`src/rtl/cmdbus_slave.sv`:
```
module cmdbus_slave #(
  parameter int DW = 8
) (
  input  logic          clk,
  input  logic          rst_n,
  input  logic [DW-1:0] d_in,
  output logic [DW-1:0] d_out,
  output logic          d_oe,
  input  logic          a0,
  input  logic          cs_n,
  input  logic          rd_n,
  input  logic          wr_n,
  input  logic          ale,
  input  logic          irq_n_in,
  output logic          irq_n_out,
  output logic          cmd_we,
  output logic [DW-1:0] cmd_byte,
  output logic          dat_we,
  output logic [DW-1:0] dat_byte,
  output logic          rd_req,
  input  logic [DW-1:0] rd_byte
);

  logic [1:0] cs_s, wr_s, rd_s, ale_s, a0_s;
  logic [DW-1:0] d_s1, d_s2, hold_d;
  logic wr_q, rd_q, hold_a0, adr_lat, mux_mode;

  wire sel      = !cs_s[1];
  wire wr_rise  = wr_s[1] && !wr_q;
  wire rd_fall  = !rd_s[1] && rd_q;
  wire wr_phase = mux_mode ? adr_lat : hold_a0;
  wire rd_phase = mux_mode ? adr_lat : a0_s[1];
  wire pin_phase = mux_mode ? adr_lat : a0;

  assign irq_n_out = irq_n_in;
  assign d_oe      = !cs_n && !rd_n;
  assign d_out     = pin_phase ? '0 : rd_byte;

  always_ff @(posedge clk or negedge rst_n) begin
    if (!rst_n) begin
      cs_s     <= 2'b11;
      wr_s     <= 2'b11;
      rd_s     <= 2'b11;
      ale_s    <= 2'b00;
      a0_s     <= 2'b00;
      d_s1     <= '0;
      d_s2     <= '0;
      wr_q     <= 1'b1;
      rd_q     <= 1'b1;
      hold_d   <= '0;
      hold_a0  <= 1'b0;
      adr_lat  <= 1'b0;
      mux_mode <= 1'b0;
      cmd_we   <= 1'b0;
      dat_we   <= 1'b0;
      rd_req   <= 1'b0;
      cmd_byte <= '0;
      dat_byte <= '0;
    end else begin
      cs_s  <= {cs_s[0], cs_n};
      wr_s  <= {wr_s[0], wr_n};
      rd_s  <= {rd_s[0], rd_n};
      ale_s <= {ale_s[0], ale};
      a0_s  <= {a0_s[0], a0};
      d_s1  <= d_in;
      d_s2  <= d_s1;
      wr_q  <= wr_s[1];
      rd_q  <= rd_s[1];
      if (!wr_s[1]) begin
        hold_d  <= d_s2;
        hold_a0 <= a0_s[1];
      end
      if (ale_s[1]) begin
        adr_lat  <= d_s2[0];
        mux_mode <= 1'b1;
      end
      cmd_we <= wr_rise && sel && wr_phase;
      dat_we <= wr_rise && sel && !wr_phase;
      rd_req <= rd_fall && sel && !rd_phase;
      if (wr_rise && sel && wr_phase)  cmd_byte <= hold_d;
      if (wr_rise && sel && !wr_phase) dat_byte <= hold_d;
    end
  end

  AST_ONE_STROBE: assert property (@(posedge clk) disable iff (!rst_n)
    !(cmd_we && dat_we));
  AST_CMD_PULSE: assert property (@(posedge clk) disable iff (!rst_n)
    cmd_we |=> !cmd_we);
  AST_DAT_PULSE: assert property (@(posedge clk) disable iff (!rst_n)
    dat_we |=> !dat_we);
  AST_RDREQ_PULSE: assert property (@(posedge clk) disable iff (!rst_n)
    rd_req |=> !rd_req);
  AST_SELECTED_ONLY: assert property (@(posedge clk) disable iff (!rst_n)
    (cmd_we || dat_we) |-> !$past(cs_n, 3));
  AST_IRQ_THRU: assert property (@(posedge clk) disable iff (!rst_n)
    irq_n_out == irq_n_in);

endmodule

```
`config.mk`:
```
export PLATFORM = sky130hd
export DESIGN_NAME = cmdbus_slave
export DESIGN_NICKNAME = d
export VERILOG_FILES = /design/src/rtl/cmdbus_slave.sv
export SDC_FILE = /design/constraint.sdc
export NUM_CORES = 1
export LEC_CHECK = 0
export ABC_AREA = 1
export ABC_CLOCK_PERIOD_IN_PS = 1200
export BUFFER_PORTS_ARGS = -buffer_cell sky130_fd_sc_hd__buf_2
export CAP_MARGIN = 10
export CORE_ASPECT_RATIO = 1.25
export CORE_MARGIN = 5
export CORE_UTILIZATION = 45
export CTS_CLUSTER_SIZE = 10
export DETAILED_ROUTE_END_ITERATION = 10
export HOLD_SLACK_MARGIN = 0.02
export PLACE_DENSITY = 0.7
export SLEW_MARGIN = 20
export SYNTH_ARGS = -nofsm -noshare
export SYNTH_HDL_FRONTEND = slang
export SYNTH_SLANG_ARGS = --single-unit
```
`constraint.sdc`:
```
create_clock -name clk -period 1.2 [get_ports clk]
set_input_delay 0.06 -clock clk [delete_from_list [all_inputs] [get_ports clk]]
set_output_delay 0.06 -clock clk [all_outputs]
set_load 0.02 [all_outputs]
```
==> qor.yml <==
root_buffer: "clkbuf_8"
synthesis.area_sq_um: 2010
fp.dieH_um: 84.6
h-tree-depth: 3
ant_nets: 0
ir_drop_mv: 0.881
violations: "negative setup slack"
stdcell_area_sq_um: 3100
intPower_mw: 4.17
grt_setup_unrepaired: "true"
ys_types: 21
fmax_mhz: 753
cts.clk_slew.worst_paths_ps: 60
routedWlPerCell_um: 13.2
critPathBufInv: 3
cpPeakStageDelay_ps: 410
start_kind: "flop"
cap_violations: 0
seq_area_frac_synth_pct: 72.9
reg2reg_to: "dat_byte[2]"
cts_made_buffers: 9
synth_ff_type: "dfrtp_1"
syn_avg_cell_area_sq_um: 11.7
synth.most_common_cell: "nand2_1"
dpl_cell_area_sq_um: 2340
hold_viol: 0
grt_max_degree: 59
drt_first_pass_iters: 4
regToRegSetupSlack_ps: -130
ys_ff_latch: 58
io_buffers: 50
status: "finished, violations left"
cp_max_fo: 7
drv_slew: 0
die_width_um: 69.7
critPathKind: "reg2reg"
yosysTopAreaCell: "dfrtp_1"
hpwl_um: 2250
cts.sinks: 58
timing.hold.ws_ps: 120
syn_to_final_growth_pct: 54.4
dp_slack_ps: 18.2
clk_latency_ps: 330
synth_area_leaders: "dfrtp_1, nand2_1, dfstp_2"
ys_top_cells_by_count: "nand2_1, dfrtp_1, inv_1, nor2_1"
hold_end: "irq_n_out"
grt_pass1_vias: 1498
syn-num-nets: 196
cts_tree: "done"
finalPower_mw: 5.57
setup_viol: 25
cpLargestDelayFamily: "simple AND/OR/NAND/NOR gates"
io_pins: 53
drc: 0
slew_headroom_pct: 80.7
antenna_found_initial: 0
power.leakage_nw: 1.57
yosysWarnings: 0
critPathRequiredTime_ps: 1460
setup_ws_ps: -129
path_cells: "inv_2, buf_4, buf_6, nand2_8, nand2_8, nor2_8, nand2_2, nand2_2"
drtIter0Drc: 89
power.density_nw_per_um2: 1800
fillers: 286
swShare_pct: 25.2
viasPerCell: 4.58
cp.arrival_ps: 1590
holdCritPathClass: "in2out"
max-clock-path-buffers: 2
start_util_pct: 46.0
cp-end-kind: "flop"
rows: 27
tightest_slew_ps: 289
antenna_cells: 0
drive_above_1_share_pct: 50.2
clock_skew_ps: 8.56
clock_power_share_pct: 42.6
rr_worst_depth: 8
power_switching_mw: 1.40
vias: 1488
synthArstFlopShare_pct: 100
fin_crit_ps: 1330
holdCritStartpoint: "irq_n_in"
r2r-start: "mux_mode"
p_comb_share_pct: 16.0
dieArea_sq_um: 5900
hold_depth: 0
grt_usage_pct: 14.1
synth_top_area_share_pct: 62.4
fin_nets: 286
min_period_over_period_pct: 111
routabilityCongestion: 0.748
wirelength_um: 4310
synth-edff-count: 0
syn_inst: 172
grt_pass1_wl_um: 6470
core_sq_um: 4360
p_seq_share_pct: 41.4
grt.overflow.total: 0
crit_slowest_cell: "dfrtp_2"
[cell families after synthesis]
logic type	share of synthesized area, %
AO/OA/AOI/OAI	2.87
flip-flops	72.9
buffers and inverters	4.05
AND/OR/NAND/NOR	19.7
multiplexers	0.561
[layout by cell type, fill, tap and decap left out]
master,count
buf_12,1
buf_2,42
buf_4,11
buf_6,9
buf_8,1
bufinv_16,4
clkbuf_1,1
clkbuf_8,10
clkinv_2,1
clkinv_4,1
clkinvlp_4,1
dfrtp_1,49
dfrtp_2,1
dfstp_2,8
dlygate4sd3_1,14
inv_1,9
inv_2,2
mux2_2,1
nand2_1,43
nand2_2,14
nand2_4,6
nand2_8,5
nand3_1,8
nor2_1,3
nor2_2,3
nor2_4,7
nor2_8,1
o21ai_0,3
o21ai_1,3
o21ai_2,4
or2_2,1
[worst reg2reg max path: cells and delay by family, from the launching register on]
| kind | cells | cell delay [ps] |
|---|---|---|
| buf+inv | 3 | 320 |
| flops | 1 | 410 |
| simple gates | 5 | 540 |
[state kept, by name, indices dropped and copies added, names as in the netlist, 2 cells and up]
name / cells
cs_s: 2
ale_s: 2
cmd_byte: 8
a0_s: 2
d_s2: 8
dat_byte: 8
hold_d: 8
rd_s: 2
d_s1: 8
wr_s: 2
[through the flow]
| step | setup TNS [ps] | std cells | utilization, % |
|---|---|---|---|
| floorplan | 0 | 172 | - |
| global placement | 0 | 280 | 53.6 |
| detailed placement | 0 | 280 | 53.6 |
| CTS | -822 | 312 | 64.7 |
| global route | -3950 | 325 | 71.1 |
| finish | -2270 | 325 | 71.1 |
[power groups by stage]
stage	Combinational, mW	Clock (mW)	Sequential (mW)
floorplan	0.250	0	2.47
global placement	0.668	0	2.32
detailed placement	0.681	0	2.32
CTS	0.757	2.41	2.29
global route	0.974	2.50	2.34
finish	0.890	2.37	2.31
[worst max path at each step]
stage                   from           to  slack (ps)  depth (start not counted)
floorplan            cs_s[1]  cmd_byte[0]         110                          6
global placement     cs_s[1]  cmd_byte[7]          60                          6
detailed placement   cs_s[1]  cmd_byte[0]          20                          6
CTS                 mux_mode     d_out[6]        -110                          5
global route        mux_mode     d_out[0]        -180                          5
finish              mux_mode  dat_byte[2]        -130                          8
[per-layer routing]
layer / share of wire (%) / GRT usage [%] / vias up
li1: - / - / 716
met1: 37 / 15.0 / 713
met2: 55 / 23.8 / 47
met3: 5.2 / 5.51 / 12
met4: 2.7 / 8.36 / 0
met5: 0 / 0 / -
[timing repair]
| item | in CTS | in global routing |
|---|---|---|
| pin swaps | 3 | 16 |
| hold buffers | 14 | 0 |
| setup endpoints to repair | 12 | 28 |
| gates cloned | 0 | 4 |
| hold endpoints to repair | 71 | 0 |
| resized for setup | 20 | 44 |
| setup buffers | 2 | 9 |
[area by class of cell]
| type | instances | area [sq um] | area share, % |
|---|---|---|---|
| clock buffers | 11 | 141 | 4.57 |
| clock inverters | 5 | 125 | 4.04 |
| inverters | 13 | 57.6 | 1.86 |
| multi-input cells | 102 | 668 | 21.6 |
| flip-flops and latches | 58 | 1460 | 47.2 |
| well taps | 58 | 72.6 | 2.34 |
| repair buffers | 78 | 569 | 18.4 |
No activity file was read; power rests on OpenSTA's default activity.
